===== config.mk =====
export PLATFORM = sky130hd
export DESIGN_NAME = cpu_gate_ctrl
export DESIGN_NICKNAME = d
export VERILOG_FILES = /design/src/rtl/cig_pkg.sv /design/src/rtl/halt_len_decode.sv /design/src/rtl/gate_fsm.sv /design/src/rtl/corr_accum.sv /design/src/rtl/cpu_gate_ctrl.sv
export SDC_FILE = /design/constraint.sdc
export NUM_CORES = 1
export LEC_CHECK = 0
export BUFFER_PORTS_ARGS = -buffer_cell sky130_fd_sc_hd__buf_2
export CORE_ASPECT_RATIO = 1.75
export CORE_MARGIN = 8
export CORE_UTILIZATION = 50
export DETAILED_ROUTE_END_ITERATION = 16
export HOLD_SLACK_MARGIN = 0.1
export PLACE_DENSITY_LB_ADDON = 0.15
export SLEW_MARGIN = 25
export SYNTH_ARGS = -nofsm -noshare
export SYNTH_HDL_FRONTEND = slang
export SYNTH_HIERARCHICAL = 1
export SYNTH_SLANG_ARGS = --single-unit

===== constraint.sdc =====
create_clock -name clk -period 2.62 [get_ports clk]
set_clock_uncertainty 0.05 [all_clocks]
set_input_delay 0.262 -clock clk [delete_from_list [all_inputs] [get_ports clk]]
set_output_delay 0.262 -clock clk [all_outputs]
set_load 0.05 [all_outputs]

===== src/rtl/cig_pkg.sv =====
package cig_pkg;
    typedef enum logic {
        ST_RUN  = 1'b0,
        ST_HALT = 1'b1
    } gate_state_e;
endpackage


===== src/rtl/halt_len_decode.sv =====
module halt_len_decode #(
    parameter int LEN1 = 8,
    parameter int LEN2 = 16,
    parameter int LEN3 = 32,
    parameter int LW   = 6
) (
    input  logic [1:0]    sel,
    output logic [LW-1:0] len
);
    always_comb begin
        unique case (sel)
            2'b00:   len = '0;
            2'b01:   len = LW'(LEN1);
            2'b10:   len = LW'(LEN2);
            default: len = LW'(LEN3);
        endcase
    end
endmodule


===== src/rtl/gate_fsm.sv =====
module gate_fsm
    import cig_pkg::*;
#(
    parameter int LEN3 = 32,
    parameter int LW   = 6
) (
    input  logic          clk,
    input  logic          rst_n,
    input  logic          mode_en,
    input  logic          acc_retire,
    input  logic [LW-1:0] len,
    output logic          start,
    output logic          cpu_clk_en,
    output logic          halted
);
    gate_state_e   state, state_d;
    logic [LW-1:0] cnt, cnt_d;

    assign start = (state == ST_RUN) && mode_en && acc_retire && (len != '0);

    always_comb begin
        state_d = state;
        cnt_d   = cnt;
        unique case (state)
            ST_RUN: begin
                if (start) begin
                    state_d = ST_HALT;
                    cnt_d   = len - 1'b1;
                end
            end
            ST_HALT: begin
                if (!mode_en) begin
                    state_d = ST_RUN;
                    cnt_d   = '0;
                end else if (cnt == '0) begin
                    state_d = ST_RUN;
                end else begin
                    cnt_d = cnt - 1'b1;
                end
            end
        endcase
    end

    always_ff @(posedge clk) begin
        if (!rst_n) begin
            state <= ST_RUN;
            cnt   <= '0;
        end else begin
            state <= state_d;
            cnt   <= cnt_d;
        end
    end

    always_comb begin
        cpu_clk_en = (state == ST_RUN);
        halted     = (state == ST_HALT);
    end

    AST_CNT_BOUND: assert property (@(posedge clk) disable iff (!rst_n)
        (state == ST_HALT) |-> (cnt < LW'(LEN3)));
endmodule


===== src/rtl/corr_accum.sv =====
module corr_accum #(
    parameter int CORR_W = 32,
    parameter int LW     = 6
) (
    input  logic              clk,
    input  logic              rst_n,
    input  logic              clr,
    input  logic              add_en,
    input  logic [LW-1:0]     add_val,
    output logic [CORR_W-1:0] total
);
    logic [CORR_W:0]   sum_w;
    logic [CORR_W-1:0] sat_sum;

    always_comb begin
        sum_w   = {1'b0, total} + (CORR_W+1)'(add_val);
        sat_sum = sum_w[CORR_W] ? '1 : sum_w[CORR_W-1:0];
    end

    always_ff @(posedge clk) begin
        if (!rst_n)      total <= '0;
        else if (clr)    total <= '0;
        else if (add_en) total <= sat_sum;
    end

    AST_NO_WRAP: assert property (@(posedge clk) disable iff (!rst_n)
        !clr |=> (total >= $past(total)));
    AST_CLR_ZERO: assert property (@(posedge clk) disable iff (!rst_n)
        clr |=> (total == '0));
endmodule


===== src/rtl/cpu_gate_ctrl.sv =====
module cpu_gate_ctrl #(
    parameter int LEN1   = 8,
    parameter int LEN2   = 16,
    parameter int LEN3   = 32,
    parameter int CORR_W = 32
) (
    input  logic              clk,
    input  logic              rst_n,
    input  logic              mode_en,
    input  logic [1:0]        halt_sel,
    input  logic              acc_retire,
    input  logic              corr_clr,
    output logic              cpu_clk_en,
    output logic              halted,
    output logic [CORR_W-1:0] corr_cycles
);
    localparam int LW = $clog2(LEN3 + 1);

    logic [LW-1:0] len;
    logic          start;

    halt_len_decode #(.LEN1(LEN1), .LEN2(LEN2), .LEN3(LEN3), .LW(LW)) u_dec (
        .sel (halt_sel),
        .len (len)
    );

    gate_fsm #(.LEN3(LEN3), .LW(LW)) u_fsm (
        .clk        (clk),
        .rst_n      (rst_n),
        .mode_en    (mode_en),
        .acc_retire (acc_retire),
        .len        (len),
        .start      (start),
        .cpu_clk_en (cpu_clk_en),
        .halted     (halted)
    );

    corr_accum #(.CORR_W(CORR_W), .LW(LW)) u_acc (
        .clk     (clk),
        .rst_n   (rst_n),
        .clr     (corr_clr),
        .add_en  (start),
        .add_val (len),
        .total   (corr_cycles)
    );

    AST_START_HALT: assert property (@(posedge clk) disable iff (!rst_n)
        (cpu_clk_en && mode_en && acc_retire && halt_sel != 2'b00) |=> halted);
    AST_SEL0_NO_HALT: assert property (@(posedge clk) disable iff (!rst_n)
        (cpu_clk_en && halt_sel == 2'b00) |=> cpu_clk_en);
    AST_ABORT_RELEASE: assert property (@(posedge clk) disable iff (!rst_n)
        (halted && !mode_en) |=> cpu_clk_en);
    AST_HALT_NO_ADD: assert property (@(posedge clk) disable iff (!rst_n)
        (halted && !corr_clr) |=> $stable(corr_cycles));
endmodule


==> summary.md, run 1 <==
| Metric | Value |
|---|---|
| Tightest Hold Check Type | primary input to flop |
| Clock share of power | 0.335 |
| Routed wire length | 5510 um |
| Total GRT Usage | 0.162 |
| Max Clk Rate | 437 MHz |
| Global-route wire length before repair | 9270 um |
| WS Path Type | primary input to flop |
| Filler cells | 424 |
| Final Hold Viols | 0 |
| Share of cells above drive strength 1 | 0.223 |
| Crit end category | flop |
| Internal power | 849 uW |
| Die width | 67.0 um |
| Worst-Skew Late Latency | 0.29 ns |
| Remaining Overflow, GRT | 0 |
| Critical path required time | 2.74 ns |
| Commonest non-fill, non-tap cells in the layout | 40 x buf_2, 39 x dfxtp_1, 26 x a21oi_1 |
| Max-slew violations | 0 |
| Clock buffer depth | 2 |
| CTS root buf | clkbuf_8 |
| Worst-margin pin slew | 0.705 ns |
| Vias/cell | 5.76 |
| Cell row count | 32 |
| Slew headroom | 0.525 |
| EDFF count, synth | 0 |
| Flops & latches, synth | 39 |
| Vias post-DR | 2081 |
| Sequential cell area fraction in the yosys report | 0.343 |
| Clock-pin slew on the worst setup and hold paths | 0.08 ns |
| DRT Pass-1 Iters | 4 |
| Drt initial violations | 109 |
| Final Core Density | 0.596 |
| DRC Markers | 0 |
| CTS Sinks | 39 |
| Critical Path AT | 2.41 ns |
| Non-filler cells in the finished layout | 361 |
| CTS Buf Count | 5 |
| RD Place Congestion | 0.865 |
| RSZ-0062 raised after global routing | false |
| Final setup violation count | 0 |
| Die Ht | 105 um |
| Synth Flop Type | dfxtp_1 |
| H-tree levels | 2 |
| Cts hold-fix bufs | 0 |
| Core area | 0.00440 mm2 |
| Mapped Area | 0.00228 mm2 |
| Largest net degree at the start of global routing | 28 |
| Synth async-reset ratio | 0 |
| DP Wirelength | 4230 um |
| Sw frac | 0.272 |
| Dpl cells | 353 |
| Antenna Cells | 0 |
| Fin Setup TNS | 0 ns |
| Sequential share of power | 0.528 |
| Startpoint Class | primary input |
| Final period utilization | 0.874 |
| Peak supply drop | 0.000353 V |
| YS warnings | 6 |
| Number of library cell types mapped by synthesis | 49 |
| Resized cells post-CTS | 0 |
| Syn-to-layout area delta | 15.3% |
| CTS tree | done |
| Lkg Pwr | 0.00109 uW |
| Die area | 0.00706 mm2 |
| # IOs | 41 |
| Port Buffers | 40 |
| Initial Utilization | 0.517 |
| Status | finished, final reports clean |
| Final min period | 2.29 ns |
| Vias in the first global route | 2060 |
| Mean post-synth cell area | 8.63 um2 |
| Number of post-CTS setup repair buffers | 0 |
| NetSw | 317 uW |
| Wirelength per Cell | 15.3 um |
| Crit path max fanout | 9 |
| Initial antenna violation count | 0 |
| Most common cell after layout, fill and taps aside | buf_2 |
| Final nets | 327 |
| Post-route ant nets | 0 |
| Syn Inst Count | 264 |
| Max Cap Viol | 0 |
| Comb pwr share | 0.138 |
| P per Cell Area | 444 mW/mm2 |
-- final timing paths --
check	startpoint	end	slack [ns]	cells after the start
max reg2reg	u_acc/total[4]$_SDFFE_PP0P_	u_acc/total[30]$_SDFFE_PP0P_	0.38	7
max	halt_sel[0]	u_acc/total[30]$_SDFFE_PP0P_	0.33	11
min reg2reg	u_fsm/cnt[5]$_SDFFE_PN0P_	u_fsm/cnt[5]$_SDFFE_PN0P_	0.45	2
min	rst_n	u_fsm/cnt[3]$_SDFFE_PN0P_	0.23	2
-- synth_stat cells, types with 2 or more instances --
cell type,count,area (um2)
inv_1,8,30.0
nand2_1,19,71.3
nand3_1,13,65.1
or3b_1,2,17.5
nor3_1,9,45.0
o31ai_1,2,15.0
o21ai_0,7,35.0
buf_2,3,15.0
a21oi_1,26,130
a311oi_1,2,17.5
xor2_1,13,114
or4_1,2,15.0
mux2i_1,3,30.0
a21boi_0,5,37.5
a21o_1,2,15.0
nand4_1,9,56.3
nor2_1,17,63.8
and2b_2,2,17.5
a21oi_2,2,17.5
o211a_1,4,40.0
nor2b_1,3,18.8
buf_4,3,22.5
dfxtp_1,39,781
o221a_2,4,45.0
clkbuf_1,4,15.0
or3_1,3,18.8
and4_1,2,17.5
a31oi_1,3,18.8
and3_1,4,25.0
o221ai_1,3,26.3
o211ai_1,3,22.5
xnor2_1,15,131
buf_6,2,22.5
nor4_1,2,12.5
ha_1,10,125
-- flip-flops by register name, summed over array words and instances (netlist names) --
signal        count
u_fsm/cnt         6
u_acc/total      32
u_fsm/halted      1
-- power by group through the flow --
stage	Sequential (uW)	Clock [uW]	Combinational [uW]
final	616	390	161
after detailed placement	629	0	156
after CTS	615	408	157
after global placement	629	0	154
after floorplan	640	0	111
after global routing	618	430	177
-- worst max-delay path: stages --
cell,delay [ns]
buf_2,0.10
and2b_2,0.25
nor2_1,0.06
a31oi_1,0.26
nand2_1,0.12
inv_1,0.09
o21ai_0,0.14
or3b_1,0.55
nor4_4,0.34
xnor2_1,0.16
a21oi_2,0.07
-- stage by stage --
step / total power [uW] / hold slack (ns) / instance area (um2) / worst slack [ns]
floorplan: 751 / 0.345 / 2290 / 0.0349
global placement: 783 / 0.431 / 2540 / 0.115
detailed placement: 785 / 0.452 / 2540 / 0.0422
CTS: 1180 / 0.221 / 2630 / 0.335
global route: 1220 / 0.230 / 2630 / 0.120
finish: 1170 / 0.234 / 2630 / 0.330
-- cell type report --
class / count / area, um2 / area share
Sequential cell: 39 / 781 / 0.297
Multi-Input combinational cell: 206 / 1400 / 0.531
Timing Repair Buffer: 49 / 268 / 0.102
Clock buffer: 5 / 68.8 / 0.0262
Tap cell: 51 / 63.8 / 0.0243
Inverter: 8 / 33.8 / 0.0129
Clock inverter: 3 / 15.0 / 0.00572
-- cells by family after synthesis --
group,after synthesis,synth area share
and+or+nand+nor,92,0.218
AOI/OAI and AO/OA,69,0.205
DFF,39,0.343
xor gates and xnor gates,28,0.108
buffers and inverters,21,0.0478
adders and majority gates,11,0.0637
muxes,3,0.0132
other,1,0.00165
-- layer usage --
layer | GRT usage | up-vias | wire length (um)
met2 | 0.300 | 43 | 2960
met4 | 0.0797 | 0 | 164
met5 | 0 | - | 0
met3 | 0.0350 | 13 | 257
met1 | 0.158 | 978 | 2130
li1 | - | 1047 | -
(Power assumes the default switching activity.)
==> run 2: changes to the inputs <==
--- a/config.mk
+++ b/config.mk
@@ -8,12 +8,11 @@
 export BUFFER_PORTS_ARGS = -buffer_cell sky130_fd_sc_hd__buf_2
 export CORE_ASPECT_RATIO = 1.75
 export CORE_MARGIN = 8
-export CORE_UTILIZATION = 50
+export CORE_UTILIZATION = 49
 export DETAILED_ROUTE_END_ITERATION = 16
 export HOLD_SLACK_MARGIN = 0.1
 export PLACE_DENSITY_LB_ADDON = 0.15
 export SLEW_MARGIN = 25
 export SYNTH_ARGS = -nofsm -noshare
 export SYNTH_HDL_FRONTEND = slang
-export SYNTH_HIERARCHICAL = 1
 export SYNTH_SLANG_ARGS = --single-unit
==> run 2 against run 1 <==
Effect of this change:
- first-iteration DRC count fell by 61%
- power decreased by 6.3%
- worst setup slack worse by 0.030 ns
- synthesized cell count is 8.0% lower
- register-to-register slack worse by 0.08 ns
- clock power is 3% higher
- maximum frequency shrank 1.3%
- via count fell by 9.0%
- worst hold slack lost 0.073 ns
- count of clock-buffer cells in the layout did not move
- combinational power shrank 31%
- global-route usage grew 0.12 points
- largest power group unchanged
==> summary.md, run 2 <==
| Metric | Value |
|---|---|
| Critical Path Source | u_acc.total[3]$_SDFFE_PP0P_ |
| Resized cells post-CTS | 0 |
| Final min period | 2.32 ns |
| Ranking of synthesized cells by area | dfxtp_1 36%, a21oi_1 6.3%, xnor2_1 5.5%, ha_1 5.5%, nor2_1 3.3% |
| Status | finished, final reports clean |
| Vias post-DR | 1893 |
| Critical path required time | 2.70 ns |
| Max Clk Rate | 431 MHz |
| Startpoint Class | flop |
| Initial Utilization | 0.506 |
| Tightest Hold Check Type | primary input to flop |
| Max Cap Viol | 0 |
| WS Path Type | flop to flop |
| Routed wire length | 5120 um |
| Fin Setup TNS | 0 ns |
| Crit path max fanout | 4 |
| Reg2reg start | u_acc.total[3]$_SDFFE_PP0P_ |
| Remaining Overflow, GRT | 0 |
| CTS Sinks | 37 |
| Worst-margin pin slew | 0.888 ns |
| Synthesized netlist net count | 260 |
| Syn-to-layout area delta | 15.2% |
| Cts hold-fix bufs | 0 |
| Number of library cell types mapped by synthesis | 46 |
| Commonest cells post-synth | 37 x dfxtp_1, 26 x a21oi_1, 18 x nor2_1 |
| Critical Path AT | 2.40 ns |
| Final setup violation count | 0 |
| Yosys top cell by area | dfxtp_1 |
| Peak supply drop | 0.000313 V |
| Synth async-reset ratio | 0 |
| DP Wirelength | 3840 um |
| Clock buffer depth | 2 |
| Mapped Area | 0.00206 mm2 |
| YS warnings | 0 |
| Post-route ant nets | 0 |
| Vias/cell | 5.68 |
| Most common cell after layout, fill and taps aside | buf_2 |
| Final nets | 300 |
| Syn Inst Count | 243 |
| Die width | 65.0 um |
| Mean post-synth cell area | 8.48 um2 |
| Worst Hold Launch | rst_n |
| Slew headroom | 0.408 |
| Max-slew violations | 0 |
| Drt initial violations | 42 |
| CTS root buf | clkbuf_8 |
| Sequential cell area fraction in the yosys report | 0.359 |
| Largest register FFs | 30 |
| Lkg Pwr | 0.000943 uW |
| Flops & latches, synth | 37 |
| Count leader, synth | dfxtp_1 |
| CTS tree | done |
| Wirelength per Cell | 15.4 um |
| Number of post-CTS setup repair buffers | 0 |
| Vias in the first global route | 1971 |
| Port Buffers | 40 |
| EDFF count, synth | 0 |
| DRC Markers | 0 |
| # IOs | 41 |
| Core area | 0.00407 mm2 |
| Tot Pwr | 1090 uW |
| Cell row count | 31 |
| Commonest non-fill, non-tap cells in the layout | 40 x buf_2, 37 x dfxtp_1, 26 x a21oi_1 |
| Crit end category | flop |
| CTS Buf Count | 5 |
| Global-route wire length before repair | 8710 um |
| Initial antenna violation count | 0 |
| P per Cell Area | 460 mW/mm2 |
| Clock-pin slew on the worst setup and hold paths | 0.09 ns |
| DRT Pass-1 Iters | 4 |
| Most flop-heavy register | u_acc.total |
| Total GRT Usage | 0.163 |
| Final Hold Viols | 0 |
| H-tree levels | 2 |
| Die Ht | 102 um |
| RD Place Congestion | 0.811 |
| Die area | 0.00662 mm2 |
| Top cell type's share of synthesized area | 0.359 |
| Filler cells | 396 |
| Final period utilization | 0.885 |
| Worst-Skew Late Latency | 0.30 ns |
| Synth Flop Type | dfxtp_1 |
| RSZ-0062 raised after global routing | false |
| Largest net degree at the start of global routing | 23 |
| Antenna Cells | 0 |
| Share of cells above drive strength 1 | 0.211 |
==> run 2: metal layers <==
layer,GRT usage,vias up,routed length [um]
li1,-,951,-
met1,0.162,906,2060
met2,0.303,28,2750
met3,0.0388,8,195
met4,0.0794,0,107
met5,0,-,0
==> run 2: worst paths after layout <==
| check | to | slack (ns) | depth (start not counted) |
|---|---|---|---|
| setup reg to reg | u_acc.total[23]$_SDFFE_PP0P_ | 0.30 | 9 |
| setup / recovery | u_acc.total[23]$_SDFFE_PP0P_ | 0.30 | 9 |
| hold / removal | u_fsm.cnt[3]$_SDFFE_PN0P_ | 0.16 | 2 |
| hold reg to reg | u_acc.total[1]$_SDFFE_PP0P_ | 0.42 | 2 |
==> run 2: cells by family (layout without fill, tap and decap cells) <==
group / after synthesis / count (layout) / share of synthesized area
multiplexers: 1 / 1 / 0.00486
XOR/XNOR: 16 / 16 / 0.0680
adder cells (fa/ha/maj): 10 / 10 / 0.0644
flip-flops: 37 / 37 / 0.359
AND/OR/NAND/NOR: 94 / 94 / 0.266
buffers and inverters: 27 / 68 / 0.0619
AO/OA/AOI/OAI: 58 / 58 / 0.175
==> run 2: per-stage QoR <==
stage / util / cell area (um2) / hold slack, ns / instances / setup WS, ns
finish: 0.583 / 2370 / 0.160 / 333 / 0.300
global route: 0.583 / 2370 / 0.162 / 333 / 0.104
CTS: 0.583 / 2370 / 0.153 / 333 / 0.348
detailed placement: 0.562 / 2290 / 0.415 / 325 / 0.0870
global placement: 0.562 / 2290 / 0.410 / 325 / 0.171
floorplan: - / 2060 / 0.345 / 243 / 0.0683
==> run 2: layout make-up <==
type                       count  area [um2]  area share
clock buffer                   5        68.8      0.0290
tap                           49        61.3      0.0258
clock inverter                 3        17.5     0.00738
timing repair buffer          45         238       0.100
multi-input combinational    179        1190       0.502
sequential                    37         741       0.312
inverter                      15        56.3      0.0237
==> run 2: report_power, final <==
group | switching (uW) | leakage, uW | internal [uW]
registers | 8.44 | 0.000299 | 571
logic | 69.5 | 0.000600 | 42.0
clock network | 218 | 0.0000439 | 184
==> run 2: critical path: stages, from the launching register on <==
cell	delay, ns
dfxtp_1	0.36
ha_1	0.18
inv_1	0.06
fa_1	0.37
nor2b_1	0.21
o2111ai_1	0.26
nor4_1	0.32
buf_4	0.18
xnor2_1	0.10
a21oi_1	0.08
==> run 3: changes to the inputs <==
--- a/config.mk
+++ b/config.mk
@@ -12,6 +12,7 @@
 export DETAILED_ROUTE_END_ITERATION = 16
 export HOLD_SLACK_MARGIN = 0.1
 export PLACE_DENSITY_LB_ADDON = 0.15
+export REMOVE_ABC_BUFFERS = 1
 export SLEW_MARGIN = 25
 export SYNTH_ARGS = -nofsm -noshare
 export SYNTH_HDL_FRONTEND = slang
==> run 3 against run 2 <==
Effect of this change:
- worst setup slack better by 0.041 ns
- critical path depth stayed put
- sequential power hardly changed
- critical path type unchanged
- via count is 0.58% higher
==> summary.md, run 3 (synthesis gave the netlist of run 2 again) <==
| Metric | Value |
|---|---|
| Resized cells post-CTS | 0 |
| RSZ-0062 raised after global routing | false |
| DRC Markers | 0 |
| WS Path Type | flop to flop |
| Most flop-heavy register | u_acc.total |
| Die width | 65.0 um |
| Crit end category | flop |
| Top Family by Delay on Critical Path | adder cells |
| Worst Hold Launch | rst_n |
| Status | finished, final reports clean |
| DRT Pass-1 Iters | 4 |
| M1 GR Usage | 0.163 |
| Final min period | 2.28 ns |
| # IOs | 41 |
| Slew headroom | 0.543 |
| Port Buffers | 40 |
| Clock-pin slew on the worst setup and hold paths | 0.08 ns |
| Global-route wire length before repair | 8640 um |
| Final Hold Viols | 0 |
| Vias post-DR | 1904 |
| Crit path max fanout | 4 |
| Largest net degree at the start of global routing | 21 |
| CTS tree | done |
| Initial Utilization | 0.506 |
| Lkg Pwr | 0.000957 uW |
| Final period utilization | 0.870 |
| Final setup violation count | 0 |
| Syn-to-layout area delta | 16.7% |
| Drt initial violations | 71 |
| Cts hold-fix bufs | 0 |
| Grt met2 use | 0.308 |
| Critical Path AT | 2.38 ns |
| Peak supply drop | 0.000480 V |
| Wirelength per Cell | 15.4 um |
| Final WS setup | 0.342 ns |
| CTS Buf Count | 5 |
| Dpl cells | 325 |
| Hold path cells | 2 |
| Vias/cell | 5.72 |
| Cell with the largest stage delay on the worst path | dfxtp_1 |
| Most common cell after layout, fill and taps aside | buf_2 |
| Max Clk Rate | 439 MHz |
| Clock buffer depth | 2 |
| Die Ht | 102 um |
| Reg2reg path depth | 9 |
| P per Cell Area | 499 mW/mm2 |
| Remaining Overflow, GRT | 0 |
| CTS root buf | clkbuf_8 |
| CP Cell Sequence | ha_1 > inv_1 > fa_1 > nor2b_1 > buf_4 > o2111ai_1 > nor4_1 > xnor2_1 > a21oi_1 |
| Share of cells above drive strength 1 | 0.208 |
| Worst Path Buf+Inv | 2 |
| RD Place Congestion | 0.826 |
| DP Wirelength | 3930 um |
| CP peak stage delay | 0.39 ns |
| Commonest non-fill, non-tap cells in the layout | 40 x buf_2, 37 x dfxtp_1, 26 x a21oi_1 |
| Antenna Cells | 0 |
| Total GRT Usage | 0.163 |
| Critical path required time | 2.73 ns |
| Routed wire length | 5140 um |
| Final nets | 300 |
| Worst-margin pin slew | 0.686 ns |
| Number of post-CTS setup repair buffers | 0 |
| Die area | 0.00662 mm2 |
| Largest register FFs | 30 |
| CTS Sinks | 37 |
| Max Cap Viol | 0 |
| Tightest Hold Check Type | primary input to flop |
| Worst-Skew Late Latency | 0.29 ns |
| Non-filler cells in the finished layout | 333 |
| Hold Path End | u_fsm.cnt[3]$_SDFFE_PN0P_ |
| GR Util met3 | 0.0343 |
| Startpoint Class | flop |
| H-tree levels | 2 |
| Most Used Layer, Global Route | met2 |
| Place WS | 0.114 ns |
| Reg2reg start | u_acc.total[3]$_SDFFE_PP0P_ |
| Max-slew violations | 0 |
| Core area | 0.00407 mm2 |
| Post-route ant nets | 0 |
| Reg2reg end | u_acc.total[27]$_SDFFE_PP0P_ |
| FF-to-FF setup slack | 0.34 ns |
| Vias in the first global route | 1850 |
| Initial antenna violation count | 0 |
| Fin Setup TNS | 0 ns |
| Cell row count | 31 |
[run 3: changes by cell type in the layout (fill, tap and decap cells not counted), sizes merged]
| cell | change |
|---|---|
| bufinv | +1 |
| clkbuf | +2 |
| clkinv | -2 |
| clkinvlp | -1 |
[run 3: per-stage QoR]
step	total power [uW]	hold WS [ns]	util	instance area, um2
3_3_place_gp	706	0.409	0.562	2290
5_1_grt	1250	0.174	0.590	2400
6_report	1200	0.182	0.590	2400
2_1_floorplan	671	0.345	-	1990
3_5_place_dp	707	0.412	0.562	2290
4_1_cts	1220	0.176	0.590	2400
[run 3: cell type report]
| class | instances | area [um2] |
|---|---|---|
| Clock buffer | 7 | 86.3 |
| Inverter | 15 | 56.3 |
| Timing Repair Buffer | 45 | 238 |
| Fill cell | 397 | 1670 |
| Multi-Input combinational cell | 179 | 1190 |
| Sequential cell | 37 | 741 |
| Clock inverter | 1 | 30.0 |
| Tap cell | 49 | 61.3 |
[run 3: layer usage]
layer	wire (um)	vias up
met1	2030	894
met3	174	9
met4	118	0
met2	2810	44
met5	0	-
li1	-	957
[run 3: how the worst max path moves through the flow]
stage,slack (ns),startpoint,endpoint,cells past startpoint
3_5_place_dp,0.11,halt_sel[1],u_acc.total[23]$_SDFFE_PP0P_,12
2_1_floorplan,0.04,u_acc.total[3]$_SDFFE_PP0P_,u_acc.total[25]$_SDFFE_PP0P_,8
6_report,0.34,u_acc.total[3]$_SDFFE_PP0P_,u_acc.total[27]$_SDFFE_PP0P_,9
5_1_grt,0.21,u_acc.total[3]$_SDFFE_PP0P_,u_acc.total[29]$_SDFFE_PP0P_,9
3_3_place_gp,0.16,halt_sel[1],u_acc.total[23]$_SDFFE_PP0P_,12
4_1_cts,0.33,u_acc.total[3]$_SDFFE_PP0P_,u_acc.total[23]$_SDFFE_PP0P_,9
[run 3: where the power goes]
part	total (uW)	switching, uW	internal, uW
clock	506	196	310
combinational	115	71.8	42.8
sequential	580	8.66	571
[run 3: worst reg2reg max path, cell delays in order (launching register included)]
cell and delay (ns):
dfxtp_1 0.39, ha_1 0.19, inv_1 0.05, fa_1 0.37
nor2b_1 0.17, buf_4 0.15, o2111ai_1 0.17, nor4_1 0.36
xnor2_1 0.17, a21oi_1 0.09
